--- config.mk ---
export PLATFORM = sky130hd
export DESIGN_NAME = sido_path_seq
export DESIGN_NICKNAME = d
export VERILOG_FILES = /design/src/rtl/sps_pkg.sv /design/src/rtl/sps_edge_det.sv /design/src/rtl/sps_phase_fsm.sv /design/src/rtl/sps_deadtime.sv /design/src/rtl/sido_path_seq.sv
export SDC_FILE = /design/constraint.sdc
export NUM_CORES = 1
export LEC_CHECK = 0
export ABC_AREA = 1
export BUFFER_PORTS_ARGS = -buffer_cell sky130_fd_sc_hd__buf_2
export CAP_MARGIN = 20
export CELL_PAD_IN_SITES_DETAIL_PLACEMENT = 1
export CELL_PAD_IN_SITES_GLOBAL_PLACEMENT = 1
export CORE_ASPECT_RATIO = 1.75
export CORE_MARGIN = 10
export CORE_UTILIZATION = 30
export DETAILED_ROUTE_END_ITERATION = 12
export MAX_ROUTING_LAYER = met4
export PLACE_DENSITY_LB_ADDON = 0.1
export RECOVER_POWER = 50
export SYNTH_ARGS = -nofsm -noshare
export SYNTH_HDL_FRONTEND = slang
export SYNTH_HIERARCHICAL = 1
export SYNTH_SLANG_ARGS = --single-unit
export TNS_END_PERCENT = 100
--- constraint.sdc ---
create_clock -name clk_i -period 1.2 [get_ports clk_i]
set_clock_uncertainty 0.05 [all_clocks]
set_input_delay 0 -clock clk_i [delete_from_list [all_inputs] [get_ports clk_i]]
set_output_delay 0 -clock clk_i [all_outputs]
set_load 0.005 [all_outputs]
--- src/rtl/sps_pkg.sv ---
package sps_pkg;

  typedef enum logic [2:0] {
    PH_IDLE, PH_BUCK, PH_CHARGE, PH_BOOST, PH_FREE, PH_HYST
  } phase_e;

  typedef enum logic [2:0] {
    DRV_NONE, DRV_BUCK, DRV_CHARGE, DRV_BOOST, DRV_FREE, DRV_BYPASS
  } drive_e;

  localparam int unsigned NUM_SW    = 4;
  localparam int unsigned SW_FREE   = 0;
  localparam int unsigned SW_BOOST  = 1;
  localparam int unsigned SW_CHARGE = 2;
  localparam int unsigned SW_BUCK   = 3;

  localparam int unsigned NUM_FLAGS  = 3;
  localparam int unsigned FLAG_BUCK  = 0;
  localparam int unsigned FLAG_PEAK  = 1;
  localparam int unsigned FLAG_BOOST = 2;

  function automatic logic [NUM_SW-1:0] drive_to_en(input drive_e d);
    logic [NUM_SW-1:0] en;
    en = '0;
    case (d)
      DRV_BUCK:   en[SW_BUCK]   = 1'b1;
      DRV_CHARGE: en[SW_CHARGE] = 1'b1;
      DRV_BOOST:  en[SW_BOOST]  = 1'b1;
      DRV_FREE:   en[SW_FREE]   = 1'b1;
      DRV_BYPASS: begin
        en[SW_BUCK] = 1'b1;
        en[SW_FREE] = 1'b1;
      end
      default:    en = '0;
    endcase
    return en;
  endfunction

endpackage

--- src/rtl/sps_edge_det.sv ---
module sps_edge_det #(
  parameter int unsigned W       = 1,
  parameter bit          FALLING = 1'b0
) (
  input  logic         clk_i,
  input  logic         rst_ni,
  input  logic [W-1:0] sig_i,
  output logic [W-1:0] edge_o
);

  logic [W-1:0] prev_q;

  always_ff @(posedge clk_i or negedge rst_ni) begin
    if (!rst_ni) prev_q <= '0;
    else         prev_q <= sig_i;
  end

  generate
    if (FALLING) begin : g_fall
      assign edge_o = prev_q & ~sig_i;
    end else begin : g_rise
      assign edge_o = sig_i & ~prev_q;
    end
  endgenerate

endmodule

--- src/rtl/sps_phase_fsm.sv ---
module sps_phase_fsm
  import sps_pkg::*;
(
  input  logic                 clk_i,
  input  logic                 rst_ni,
  input  logic                 cyc_start_i,
  input  logic [NUM_FLAGS-1:0] done_i,
  input  logic                 hyst_mode_i,
  input  logic                 hyst_low_i,
  output drive_e               req_o
);

  phase_e state_q, state_d;
  logic   byp_q, byp_d;

  always_comb begin
    state_d = state_q;
    byp_d   = 1'b0;
    if (hyst_mode_i) begin
      state_d = PH_HYST;
      byp_d   = hyst_low_i;
    end else if (state_q == PH_HYST) begin
      state_d = PH_IDLE;
    end else if (cyc_start_i) begin
      // restart wins over any pending phase flag
      state_d = PH_BUCK;
    end else begin
      case (state_q)
        PH_BUCK:   if (done_i[FLAG_BUCK])  state_d = PH_CHARGE;
        PH_CHARGE: if (done_i[FLAG_PEAK])  state_d = PH_BOOST;
        PH_BOOST:  if (done_i[FLAG_BOOST]) state_d = PH_FREE;
        default:   state_d = state_q;
      endcase
    end
  end

  always_ff @(posedge clk_i or negedge rst_ni) begin
    if (!rst_ni) begin
      state_q <= PH_IDLE;
      byp_q   <= 1'b0;
    end else begin
      state_q <= state_d;
      byp_q   <= byp_d;
    end
  end

  always_comb begin
    case (state_q)
      PH_BUCK:   req_o = DRV_BUCK;
      PH_CHARGE: req_o = DRV_CHARGE;
      PH_BOOST:  req_o = DRV_BOOST;
      PH_FREE:   req_o = DRV_FREE;
      PH_HYST:   req_o = byp_q ? DRV_BYPASS : DRV_NONE;
      default:   req_o = DRV_NONE;
    endcase
  end

endmodule

--- src/rtl/sps_deadtime.sv ---
module sps_deadtime
  import sps_pkg::*;
#(
  parameter int unsigned DEAD_CYC = 4
) (
  input  logic   clk_i,
  input  logic   rst_ni,
  input  drive_e req_i,
  output drive_e cur_o
);

  localparam int unsigned CW = (DEAD_CYC > 1) ? $clog2(DEAD_CYC) : 1;
  localparam logic [CW-1:0] RELOAD = CW'(DEAD_CYC - 1);

  drive_e        cur_q;
  logic [CW-1:0] cnt_q;

  always_ff @(posedge clk_i or negedge rst_ni) begin
    if (!rst_ni) begin
      cur_q <= DRV_NONE;
      cnt_q <= '0;
    end else if (req_i != cur_q) begin
      if (cur_q != DRV_NONE) begin
        // drop everything first, then count the gap
        cur_q <= DRV_NONE;
        cnt_q <= RELOAD;
      end else if (cnt_q != '0) begin
        cnt_q <= cnt_q - 1'b1;
      end else begin
        cur_q <= req_i;
      end
    end else if (cnt_q != '0) begin
      cnt_q <= cnt_q - 1'b1;
    end
  end

  assign cur_o = cur_q;

endmodule

--- src/rtl/sido_path_seq.sv ---
module sido_path_seq
  import sps_pkg::*;
#(
  parameter int unsigned DEAD_CYC = 4
) (
  input  logic clk_i,
  input  logic rst_ni,
  input  logic cycle_i,
  input  logic buck_done_i,
  input  logic peak_i,
  input  logic boost_done_i,
  input  logic hyst_mode_i,
  input  logic hyst_low_i,
  output logic buck_en_o,
  output logic charge_en_o,
  output logic boost_en_o,
  output logic fw_en_o
);

  logic [NUM_FLAGS-1:0] flags;
  logic [NUM_FLAGS-1:0] flag_fall;
  logic                 cyc_rise;
  drive_e               req, cur;
  logic [NUM_SW-1:0]    en;

  always_comb begin
    flags             = '0;
    flags[FLAG_BUCK]  = buck_done_i;
    flags[FLAG_PEAK]  = peak_i;
    flags[FLAG_BOOST] = boost_done_i;
  end

  sps_edge_det #(.W(1), .FALLING(1'b0)) u_cyc_edge (
    .clk_i  (clk_i),
    .rst_ni (rst_ni),
    .sig_i  (cycle_i),
    .edge_o (cyc_rise)
  );

  sps_edge_det #(.W(NUM_FLAGS), .FALLING(1'b1)) u_flag_edge (
    .clk_i  (clk_i),
    .rst_ni (rst_ni),
    .sig_i  (flags),
    .edge_o (flag_fall)
  );

  sps_phase_fsm u_fsm (
    .clk_i       (clk_i),
    .rst_ni      (rst_ni),
    .cyc_start_i (cyc_rise),
    .done_i      (flag_fall),
    .hyst_mode_i (hyst_mode_i),
    .hyst_low_i  (hyst_low_i),
    .req_o       (req)
  );

  sps_deadtime #(.DEAD_CYC(DEAD_CYC)) u_dead (
    .clk_i  (clk_i),
    .rst_ni (rst_ni),
    .req_i  (req),
    .cur_o  (cur)
  );

  assign en          = drive_to_en(cur);
  assign buck_en_o   = en[SW_BUCK];
  assign charge_en_o = en[SW_CHARGE];
  assign boost_en_o  = en[SW_BOOST];
  assign fw_en_o     = en[SW_FREE];

endmodule

==> results.cfg, run 1 <==
[outcome]
outcome = complete, but fails checks
violations = negative setup slack

[finish]
final_nets = 149
area.growth.synth_to_final_pct = 50.1
final-seq-area_sq_um = 328
num_antenna_cells = 0
multi_input_comb_area_sq_um = 383
fillers = 308
layout-drive-gt1-share = 0.400

[yosys]
netlist_area_sq_um = 749
synth.net_count = 111
synth-warning-count = 6
post_synth_num_cell_types = 18
flip_flop_and_latch_count_after_synthesis = 13
postSynthAreaPerCell_sq_um = 7.28
synth-seq-area-share = 0.434
syn-instance-count = 103

[global_routing]
grt_antenna_before_repair = 0
grt_remaining_overflow = 0
maximum_number_of_pins_on_one_net_before_global_route_repair = 14
grt_util_all_layers = 0.0949
vias_in_the_first_global_route = 871
first_pass_grt_wire_length_microns = 3650

[clock_network]
cts_sinks = 13
htree_num_levels = 1
worstSkewPairLatency_ns = 0.24
clk_path_buf_depth = 2
tritoncts = built
clockRootBuffer = clkbuf_8
cts_buffers = 3
clock_pin_slew_worst_setup_and_hold_paths_ns = 0.05

[route]
antenna_left = 0
detailedRoute.firstPassIterationCount = 2
avgRoutedWirePerCell_microns = 12.6
routed_wl_microns = 2070
drc_errors = 0
vias = 774
vias_per_cell = 4.69
drt_first_iter_violations = 6

[worst_setup_path]
rr_endpoint = u_dead/cur_o[0]$_DFFE_PN0P_
setup.worst_path.class = flip-flop to flip-flop
cp.arrival_ns = 1.45
crit_path_end_kind = flip-flop
r2r.worst_path.cells = 9
worst_setup_path_start_kind = flip-flop
timing.critical_path.required_ns = 1.29
r2r_setup_slack_ns = -0.16
rr_startpoint = u_fsm/state_q[2]$_DFFE_PN0P_
crit_fanout = 5

[timing]
finalCritPeriodShare = 1.13
finalHoldViolCount = 0
setup_tns_ns = -0.962
timing.final.setup_violations = 8
rsz_0062_raised_after_global_routing = yes
timing.slew.headroom = 0.503
min_period_ns = 1.36
hold-worst-slack_ns = 0.203
worst_slew_pin_slew_ns = 0.746
setup_slack_ns = -0.161
clock.fmax_ghz = 0.735
timing_max_transition_violations_final = 0

[floorplan]
fp.coreArea_sq_um = 2330
die_area_sq_um = 4980
floorplan.initialDensity = 0.322
die-width_microns = 57.8
number_of_standard_cell_rows_in_the_floorplan = 23
die_h_microns = 86.1
io_pins = 12

[min_path]
min_delay_path_depth = 6
hold-path-endpoint = u_fsm/state_q[2]$_DFFE_PN0P_
hold_path.class = input pin to flip-flop
worst_hold_startpoint = cycle_i

[power_and_ir_drop]
power.ir.vdd_worst_mv = 0.913
power_density_nw_per_um2 = 2390
total_leakage_power_uw = 0.000588

[placed_design]
numPortBuffers = 11
detailed_place_hpwl_microns = 1700
place_congestion = 0.736

[job]
drv_cap = 0
==> kinds of logic (layout without fill, tap and decap cells) <==
group	after synthesis	after routing	share of synthesized area
compound gates	5	5	0.0451
xor+xnor	1	1	0.0117
buf+inv	22	59	0.110
flops	13	13	0.434
simple gates	62	62	0.399
==> per-layer routing <==
metal / track usage / vias up / part of all wire
met5: - / - / 0
met4: 0.0558 / 0 / 0.027
met3: 0.0281 / 6 / 0.041
met2: 0.181 / 13 / 0.59
met1: 0.0741 / 372 / 0.35
li1: - / 383 / -
==> how the worst max path moves through the flow <==
stage | endpoint | start | cells after the start
after global placement | u_dead/cur_o[0]$_DFFE_PN0P_ | u_fsm/state_q[0]$_DFFE_PN0P_ | 8
after floorplan | u_dead/cur_o[1]$_DFFE_PN0P_ | u_fsm/state_q[1]$_DFFE_PN0P_ | 10
final | u_dead/cur_o[0]$_DFFE_PN0P_ | u_fsm/state_q[2]$_DFFE_PN0P_ | 9
after detailed placement | u_dead/cur_o[0]$_DFFE_PN0P_ | u_fsm/state_q[0]$_DFFE_PN0P_ | 8
after CTS | u_dead/cur_o[0]$_DFFE_PN0P_ | u_fsm/state_q[2]$_DFFE_PN0P_ | 9
after global routing | u_dead/cur_o[0]$_DFFE_PN0P_ | u_fsm/state_q[2]$_DFFE_PN0P_ | 9
==> worst max-delay path, stage by stage (launching register included) <==
cell	delay [ns]
dfrtp_2	0.43
inv_2	0.06
a211oi_2	0.19
inv_1	0.09
nand2_1	0.09
nand2_2	0.07
nand3_4	0.11
nand2_4	0.06
nand2_1	0.06
nand2_1	0.05
==> flip-flops by register name (all words and copies together) (netlist names) <==
name                cells
u_fsm/byp_q             1
u_dead/cnt_q            2
u_dead/cur_o            3
u_fsm/state_q           3
u_cyc_edge/prev_q       1
u_flag_edge/prev_q      3
==> report_power, final <==
group	internal [uW]	switching, uW	leakage [uW]
clock	235	155	0.0000228
sequential	574	141	0.000158
combinational	740	839	0.000407
==> what timing repair did <==
| action | CTS | global route |
|---|---|---|
| gates cloned | 0 | 0 |
| hold buffers | 7 | 0 |
| endpoints found under the setup margin | 9 | 10 |
| hold endpoints to repair | 18 | 0 |
| resized for setup | 3 | 8 |
| pin swaps | 2 | 1 |
| buffers inserted | 1 | 0 |
==> cell usage in the layout, fill, tap and decap left out, drive strengths merged <==
master       count
o21ai            1
nor2            18
o31ai            1
nand2           32
xnor2            1
o22ai            1
a22oi            1
dfrtp           13
or2              1
a211oi           1
buf             25
dlygate4sd3      7
inv             22
clkbuf           5
nor3b            1
nand3           10
==> Yosys cell counts <==
library cell | count | share of area
o21ai_0 | 1 | 0.0067
o31ai_1 | 1 | 0.010
inv_2 | 4 | 0.020
nand3_1 | 7 | 0.047
a22oi_1 | 1 | 0.010
nand3_2 | 3 | 0.040
or2_4 | 1 | 0.012
nor2_1 | 12 | 0.060
nor2_2 | 5 | 0.042
nand2_2 | 4 | 0.033
dfrtp_1 | 13 | 0.43
xnor2_1 | 1 | 0.012
nand2_1 | 28 | 0.14
inv_1 | 18 | 0.090
a211oi_1 | 1 | 0.010
nor2_4 | 1 | 0.015
o22ai_1 | 1 | 0.0084
nor3b_1 | 1 | 0.010
==> layout make-up <==
| class | count | share of cell area |
|---|---|---|
| Multi-Input combinational cell | 68 | 0.340 |
| Sequential cell | 13 | 0.291 |
| Timing Repair Buffer | 33 | 0.225 |
| Inverter | 22 | 0.0756 |
| Clock buffer | 4 | 0.0400 |
| Tap cell | 25 | 0.0278 |
==> metrics by stage <==
stage | power, uW | worst slack (ns) | utilization | cell area [sq um] | std cells
floorplan | 1500 | -0.0745 | - | 764 | 103
global placement | 2080 | -0.179 | 0.415 | 968 | 153
detailed placement | 2130 | -0.206 | 0.415 | 968 | 153
CTS | 2610 | -0.178 | 0.473 | 1100 | 165
global route | 2950 | -0.271 | 0.483 | 1120 | 165
finish | 2680 | -0.161 | 0.483 | 1120 | 165
(Power assumes the default switching activity.)
==> inputs of run 2 (changes only) <==
--- a/config.mk
+++ b/config.mk
@@ -13,12 +13,12 @@
 export CORE_ASPECT_RATIO = 1.75
 export CORE_MARGIN = 10
 export CORE_UTILIZATION = 30
+export CTS_CLUSTER_SIZE = 20
 export DETAILED_ROUTE_END_ITERATION = 12
 export MAX_ROUTING_LAYER = met4
 export PLACE_DENSITY_LB_ADDON = 0.1
 export RECOVER_POWER = 50
 export SYNTH_ARGS = -nofsm -noshare
 export SYNTH_HDL_FRONTEND = slang
-export SYNTH_HIERARCHICAL = 1
 export SYNTH_SLANG_ARGS = --single-unit
 export TNS_END_PERCENT = 100
==> run 2 against run 1 <==
  * The run still ends with negative setup slack left
  * Sequential power down 7.6%
  * Routed wire length up 23%
  * Total power up 2.8%
  * Global-route usage up 0.78 points
  * First-iteration DRC count up 50%
  * Synthesized area down 5.3%
  * Count of clock-buffer cells in the layout down 1
  * Non-clock buffer count up 14
  * Maximum frequency up 0.90%
==> results.cfg, run 2 <==
[floorplan]
fp.coreArea_sq_um = 2270
die-width_microns = 56.8
die_h_microns = 84.3
floorplan.initialDensity = 0.312
io_pins = 12
number_of_standard_cell_rows_in_the_floorplan = 23
die_area_sq_um = 4790

[worst_setup_path]
crit_path_max_incr_delay_ns = 0.47
worstPathCellList = nor2_4 > nand2_2 > nand2_2 > nand2_2 > nor2_4 > nand2_4 > nand3_2 > nand2_1
path_buf_inv = 0
worst_setup_path_start_kind = flip-flop
setup.worst_path.class = flip-flop to flip-flop
timing.critical_path.required_ns = 1.29
critical_path.most_common_cell = nand2_2
crit_path_end_kind = flip-flop
crit_fanout = 4
r2r_setup_slack_ns = -0.15
slowest_stage = dfrtp_2
critical-path-top-delay-family = simple AND/OR/NAND/NOR gates
cp.arrival_ns = 1.44

[yosys]
postSynthAreaPerCell_sq_um = 7.55
synth.top_cells.by_area = dfrtp_1, nand2_1, nand3_1, inv_1, nor2_1
synth_common_cells = nand2_1, dfrtp_1, inv_1
dominantRegCellSynth = dfrtp_1
synth.net_count = 102
synth-warning-count = 0
post_synth_num_cell_types = 19
syn-instance-count = 94
synth_most_common_cell = nand2_1
flip_flop_and_latch_count_after_synthesis = 13
synth_top_area_frac = 0.459
number_of_synthesized_flops_with_an_enable_pin = 0
synth-seq-area-share = 0.459
netlist_area_sq_um = 709
postSynth.asyncResetShare = 1.00
synth_top_cell_by_area = dfrtp_1

[power_and_ir_drop]
p_seq_frac = 0.239
switching_pwr_uw = 1180
total_leakage_power_uw = 0.000661
power.ir.vdd_worst_mv = 1.06
combPwrFrac = 0.615
sw_frac_of_total = 0.428
power_density_nw_per_um2 = 2180
clockPowerShare = 0.146
pint_uw = 1580
total_power_uw = 2760

[route]
antenna_left = 0
drc_errors = 0
vias = 840
detailedRoute.firstPassIterationCount = 4
drt_first_iter_violations = 9
avgRoutedWirePerCell_microns = 15.0
vias_per_cell = 4.94
routed_wl_microns = 2550

[placed_design]
dp_cells = 149
detailed_place_hpwl_microns = 1650
numPortBuffers = 11
place_congestion = 0.826

[clock_network]
cts_sinks = 13
clock_pin_slew_worst_setup_and_hold_paths_ns = 0.06
clockRootBuffer = clkbuf_8
tritoncts = built
cts_buffers = 3
clk_path_buf_depth = 2
worstSkewPairLatency_ns = 0.24
htree_num_levels = 1

[timing]
timing_max_transition_violations_final = 0
setup_slack_ns = -0.149
finalHoldViolCount = 0
worst_slew_pin_slew_ns = 0.800
timing.slew.headroom = 0.467
timing.final.setup_violations = 8
finalCritPeriodShare = 1.12
min_period_ns = 1.35
clock.fmax_ghz = 0.741
rsz_0062_raised_after_global_routing = yes

[global_routing]
first_pass_grt_wire_length_microns = 3950
global_route.usage.met2 = 0.196
global_route.usage.met3 = 0.0241
grt_antenna_before_repair = 0
vias_in_the_first_global_route = 907
grt_remaining_overflow = 0
grt_most_used_layer = met2
global_route.usage.met1 = 0.0893
maximum_number_of_pins_on_one_net_before_global_route_repair = 14
grt_util_all_layers = 0.103

[finish]
final_nets = 154
area.growth.synth_to_final_pct = 78.0
finalCoreUtilization = 0.555
layout-drive-gt1-share = 0.566
num_antenna_cells = 0
layout_commonest_cell = buf_4
final-instance-count-excl-fill = 170
most_used_cells_in_the_layout_excluding_fill_and_tap_cells = buf_4, nand2_1, dfrtp_1

[outcome]
violations = negative setup slack
outcome = complete, but fails checks

[min_path]
hold_path.class = input pin to flip-flop

[job]
drv_cap = 0
-- run 2: cell types whose count changed after synthesis, moves of 2 or more --
cell,previous run,this run
nor3_1,0,2
nand3_2,3,0
nand3_1,7,11
nand2_1,28,24
inv_1,18,13
inv_2,4,1
nor2_2,5,0
nand4_1,0,3
-- run 2: metrics by stage --
step / area, sq um / hold WS [ns] / TNS, ns / setup slack (ns)
finish: 1260 / 0.0893 / -0.900 / -0.149
global route: 1260 / 0.143 / -1.65 / -0.225
CTS: 1140 / 0.0676 / -0.490 / -0.0800
detailed placement: 945 / -0.138 / -0.616 / -0.106
global placement: 945 / -0.143 / -0.531 / -0.0988
floorplan: 716 / -0.346 / -0.00786 / -0.00477
-- run 2: timing repair --
item                                   4_1_cts  5_1_grt
pin swaps                                    7       14
hold buffers                                 7        1
endpoints found under the hold margin       18        1
setup endpoints to repair                   10       12
setup buffers                                6        4
gates resized for setup                     12       26
-- run 2: area by class of cell --
type                    instances  area, sq um
inverters                      14         52.6
multi-input cells              67          449
fillers                       274         1010
repair buffers                 47          357
clock buffers                   3         41.3
clock inverters                 1         5.00
flip-flops and latches         13          327
well taps                      25         31.3
-- run 2: kinds of logic after synthesis --
logic type | Yosys count | share of synthesized area
AOI/OAI and AO/OA | 6 | 0.0547
xor gates and xnor gates | 1 | 0.0123
buffers and inverters | 14 | 0.0741
DFF | 13 | 0.459
and+or+nand+nor | 60 | 0.400
-- run 2: path summary, 6_finish.rpt --
path	start	end	cells after the start
hold / removal	hyst_mode_i	u_fsm.state_q[0]$_DFFE_PN0P_	5
setup / recovery	u_fsm.state_q[1]$_DFFE_PN0P_	u_dead.cur_o[2]$_DFFE_PN0P_	8
hold reg to reg	u_dead.cnt_q[0]$_DFF_PN0_	u_dead.cnt_q[0]$_DFF_PN0_	1
max in group asynchronous	rst_ni	u_fsm.state_q[1]$_DFFE_PN0P_	2
min in group asynchronous	rst_ni	u_dead.cur_o[0]$_DFFE_PN0P_	2
setup reg to reg	u_fsm.state_q[1]$_DFFE_PN0P_	u_dead.cur_o[2]$_DFFE_PN0P_	8
-- run 2: power groups by stage --
stage          sequential [uW]  clock (uW)  combinational (uW)
2_1_floorplan              645           0                 657
6_report                   660         403                1700
4_1_cts                    652         403                1430
5_1_grt                    685         428                1840
3_3_place_gp               651           0                1170
3_5_place_dp               658           0                1190
-- run 2: tightest hold or removal path: stages --
cell	delay [ns]
buf_2	0.11
inv_1	0.07
a22oi_2	0.06
nand2_2	0.05
nand2_1	0.05
-- run 2: metal layers --
metal  share of wire  vias to the layer above  routed length, microns
met5               0                        -                       0
li1                -                      402                       -
met2            0.59                       16                    1510
met1            0.35                      415                     899
met4           0.024                        0                      61
met3           0.034                        7                      86
==> inputs of run 3 (changes only) <==
--- a/config.mk
+++ b/config.mk
@@ -15,7 +15,6 @@
 export CORE_UTILIZATION = 30
 export CTS_CLUSTER_SIZE = 20
 export DETAILED_ROUTE_END_ITERATION = 12
-export MAX_ROUTING_LAYER = met4
 export PLACE_DENSITY_LB_ADDON = 0.1
 export RECOVER_POWER = 50
 export SYNTH_ARGS = -nofsm -noshare
==> run 3 against run 2 <==
  * The run still ends with negative setup slack left
  * Count of clock-buffer cells in the layout unchanged
  * Utilization decreased by 1.0 points
  * Register-to-register slack improved by 0.02 ns
  * Maximum frequency grew 1.1%
  * Via count is 3.5% lower
  * Worst hold slack got worse by 0.0047 ns
  * Critical path type unchanged
  * Critical endpoint unchanged
  * Largest power group unchanged
==> results.cfg, run 3 (same netlist as run 2, synthesis figures left out) <==
[worst_setup_path]
crit_path_end_kind = flip-flop
timing.critical_path.required_ns = 1.28
r2r.worst_path.cells = 8
crit_path_max_incr_delay_ns = 0.46
crit_fanout = 4
critical_path.most_common_cell = nand2_2
slowest_stage = dfrtp_2
path_buf_inv = 0
cp.arrival_ns = 1.42
worst_setup_path_start_kind = flip-flop
worst-path-stages = 8
critical-path-top-delay-family = simple AND/OR/NAND/NOR gates
setup.worst_path.class = flip-flop to flip-flop
worstPathCellList = nor2_4 > nand2_2 > nand2_2 > nand2_2 > nor2_4 > nand2_4 > nand3_2 > nand2_1

[clock_network]
clock_pin_slew_worst_setup_and_hold_paths_ns = 0.06
htree_num_levels = 1
cts_sinks = 13
cts_buffers = 3
clockRootBuffer = clkbuf_8
clk_path_buf_depth = 2
worstSkewPairLatency_ns = 0.24
tritoncts = built

[global_routing]
grt_antenna_before_repair = 0
vias_in_the_first_global_route = 917
maximum_number_of_pins_on_one_net_before_global_route_repair = 14
first_pass_grt_wire_length_microns = 3940
grt_util_all_layers = 0.0993
grt_remaining_overflow = 0

[finish]
final_nets = 153
final-instance-count-excl-fill = 169
layout_commonest_cell = buf_4
area.growth.synth_to_final_pct = 74.6
layout-drive-gt1-share = 0.535
most_used_cells_in_the_layout_excluding_fill_and_tap_cells = buf_4, nand2_1, dfrtp_1
design_area_sq_um = 1240
num_antenna_cells = 0

[timing]
clock.fmax_ghz = 0.750
timing.slew.headroom = 0.484
timing_max_transition_violations_final = 0
min_period_ns = 1.33
setup_slack_ns = -0.134
timing.final.setup_violations = 8
worst_slew_pin_slew_ns = 0.774
finalHoldViolCount = 0
finalCritPeriodShare = 1.11
rsz_0062_raised_after_global_routing = yes

[route]
vias_per_cell = 4.80
drc_errors = 0
routed_wl_microns = 2370
vias = 811
drt_first_iter_violations = 7
antenna_left = 0
detailedRoute.firstPassIterationCount = 4
avgRoutedWirePerCell_microns = 14.0

[power_and_ir_drop]
total_power_uw = 2700
total_leakage_power_uw = 0.000648
power.ir.vdd_worst_mv = 0.980
power_density_nw_per_um2 = 2180

[floorplan]
number_of_standard_cell_rows_in_the_floorplan = 23
io_pins = 12
die-width_microns = 56.8
die_area_sq_um = 4790
floorplan.initialDensity = 0.312
die_h_microns = 84.3
fp.coreArea_sq_um = 2270

[placed_design]
dp_cells = 149
placement.cell_area_sq_um = 945
detailed_place_hpwl_microns = 1650
place_congestion = 0.814
numPortBuffers = 11

[job]
drv_cap = 0

[outcome]
outcome = complete, but fails checks
violations = negative setup slack

[min_path]
hold_path.class = input pin to flip-flop
min_delay_path_depth = 5
==> run 3: cell count changes in the layout (fill, tap and decap cells not counted), sizes merged <==
cell,change
buf,-1
==> run 3: path summary, 6_finish.rpt <==
kind                                               from                           end  slack, ns
setup reg to reg           u_fsm.state_q[1]$_DFFE_PN0P_   u_dead.cur_o[2]$_DFFE_PN0P_      -0.13
max in group asynchronous                        rst_ni  u_fsm.state_q[1]$_DFFE_PN0P_       0.27
min in group asynchronous                        rst_ni   u_dead.cur_o[0]$_DFFE_PN0P_       0.30
hold / removal                              hyst_mode_i  u_fsm.state_q[2]$_DFFE_PN0P_       0.08
hold reg to reg               u_dead.cnt_q[0]$_DFF_PN0_     u_dead.cnt_q[0]$_DFF_PN0_       0.42
setup / recovery           u_fsm.state_q[1]$_DFFE_PN0P_   u_dead.cur_o[2]$_DFFE_PN0P_      -0.13
==> run 3: per-stage QoR <==
step	worst slack, ns	TNS (ns)	hold slack [ns]	util
6_report	-0.134	-0.755	0.0846	0.545
5_1_grt	-0.237	-1.66	0.143	0.545
4_1_cts	-0.0800	-0.490	0.0676	0.503
3_5_place_dp	-0.106	-0.616	-0.138	0.416
3_3_place_gp	-0.0988	-0.531	-0.143	0.416
2_1_floorplan	-0.00477	-0.00786	-0.346	-
==> run 3: layer usage <==
layer  global-route usage  vias to the layer above  part of all wire
met5                    0                        -                 0
li1                     -                      394                 -
met3               0.0241                        4             0.034
met2                0.199                       13              0.61
met1               0.0849                      400              0.34
met4               0.0472                        0             0.020
==> run 3: cell type report <==
type | count | area [sq um]
fill | 278 | 1030
multi-input combinational | 67 | 429
timing repair buffer | 46 | 353
sequential | 13 | 327
inverter | 14 | 52.6
clock buffer | 3 | 41.3
tap | 25 | 31.3
clock inverter | 1 | 5.00
==> run 3: power by group <==
| group | internal [uW] | total, uW | switching, uW |
|---|---|---|---|
| registers | 546 | 658 | 112 |
| clock network | 229 | 395 | 166 |
| logic | 787 | 1640 | 856 |
| total | 1560 | 2700 | 1130 |
==> run 3: worst register-to-register path, stage by stage (launching register included) <==
cell	delay, ns
dfrtp_2	0.46
nor2_4	0.14
nand2_2	0.06
nand2_2	0.06
nand2_2	0.06
nor2_4	0.16
nand2_4	0.11
nand3_2	0.07
nand2_1	0.05
==> run 3: repair_timing <==
action                                  4_1_cts  5_1_grt
setup buffers                                 6        3
endpoints found under the setup margin       10       11
hold endpoints to repair                     18        1
pin swaps                                     7       12
resized for setup                            12       21
hold buffers                                  7        1
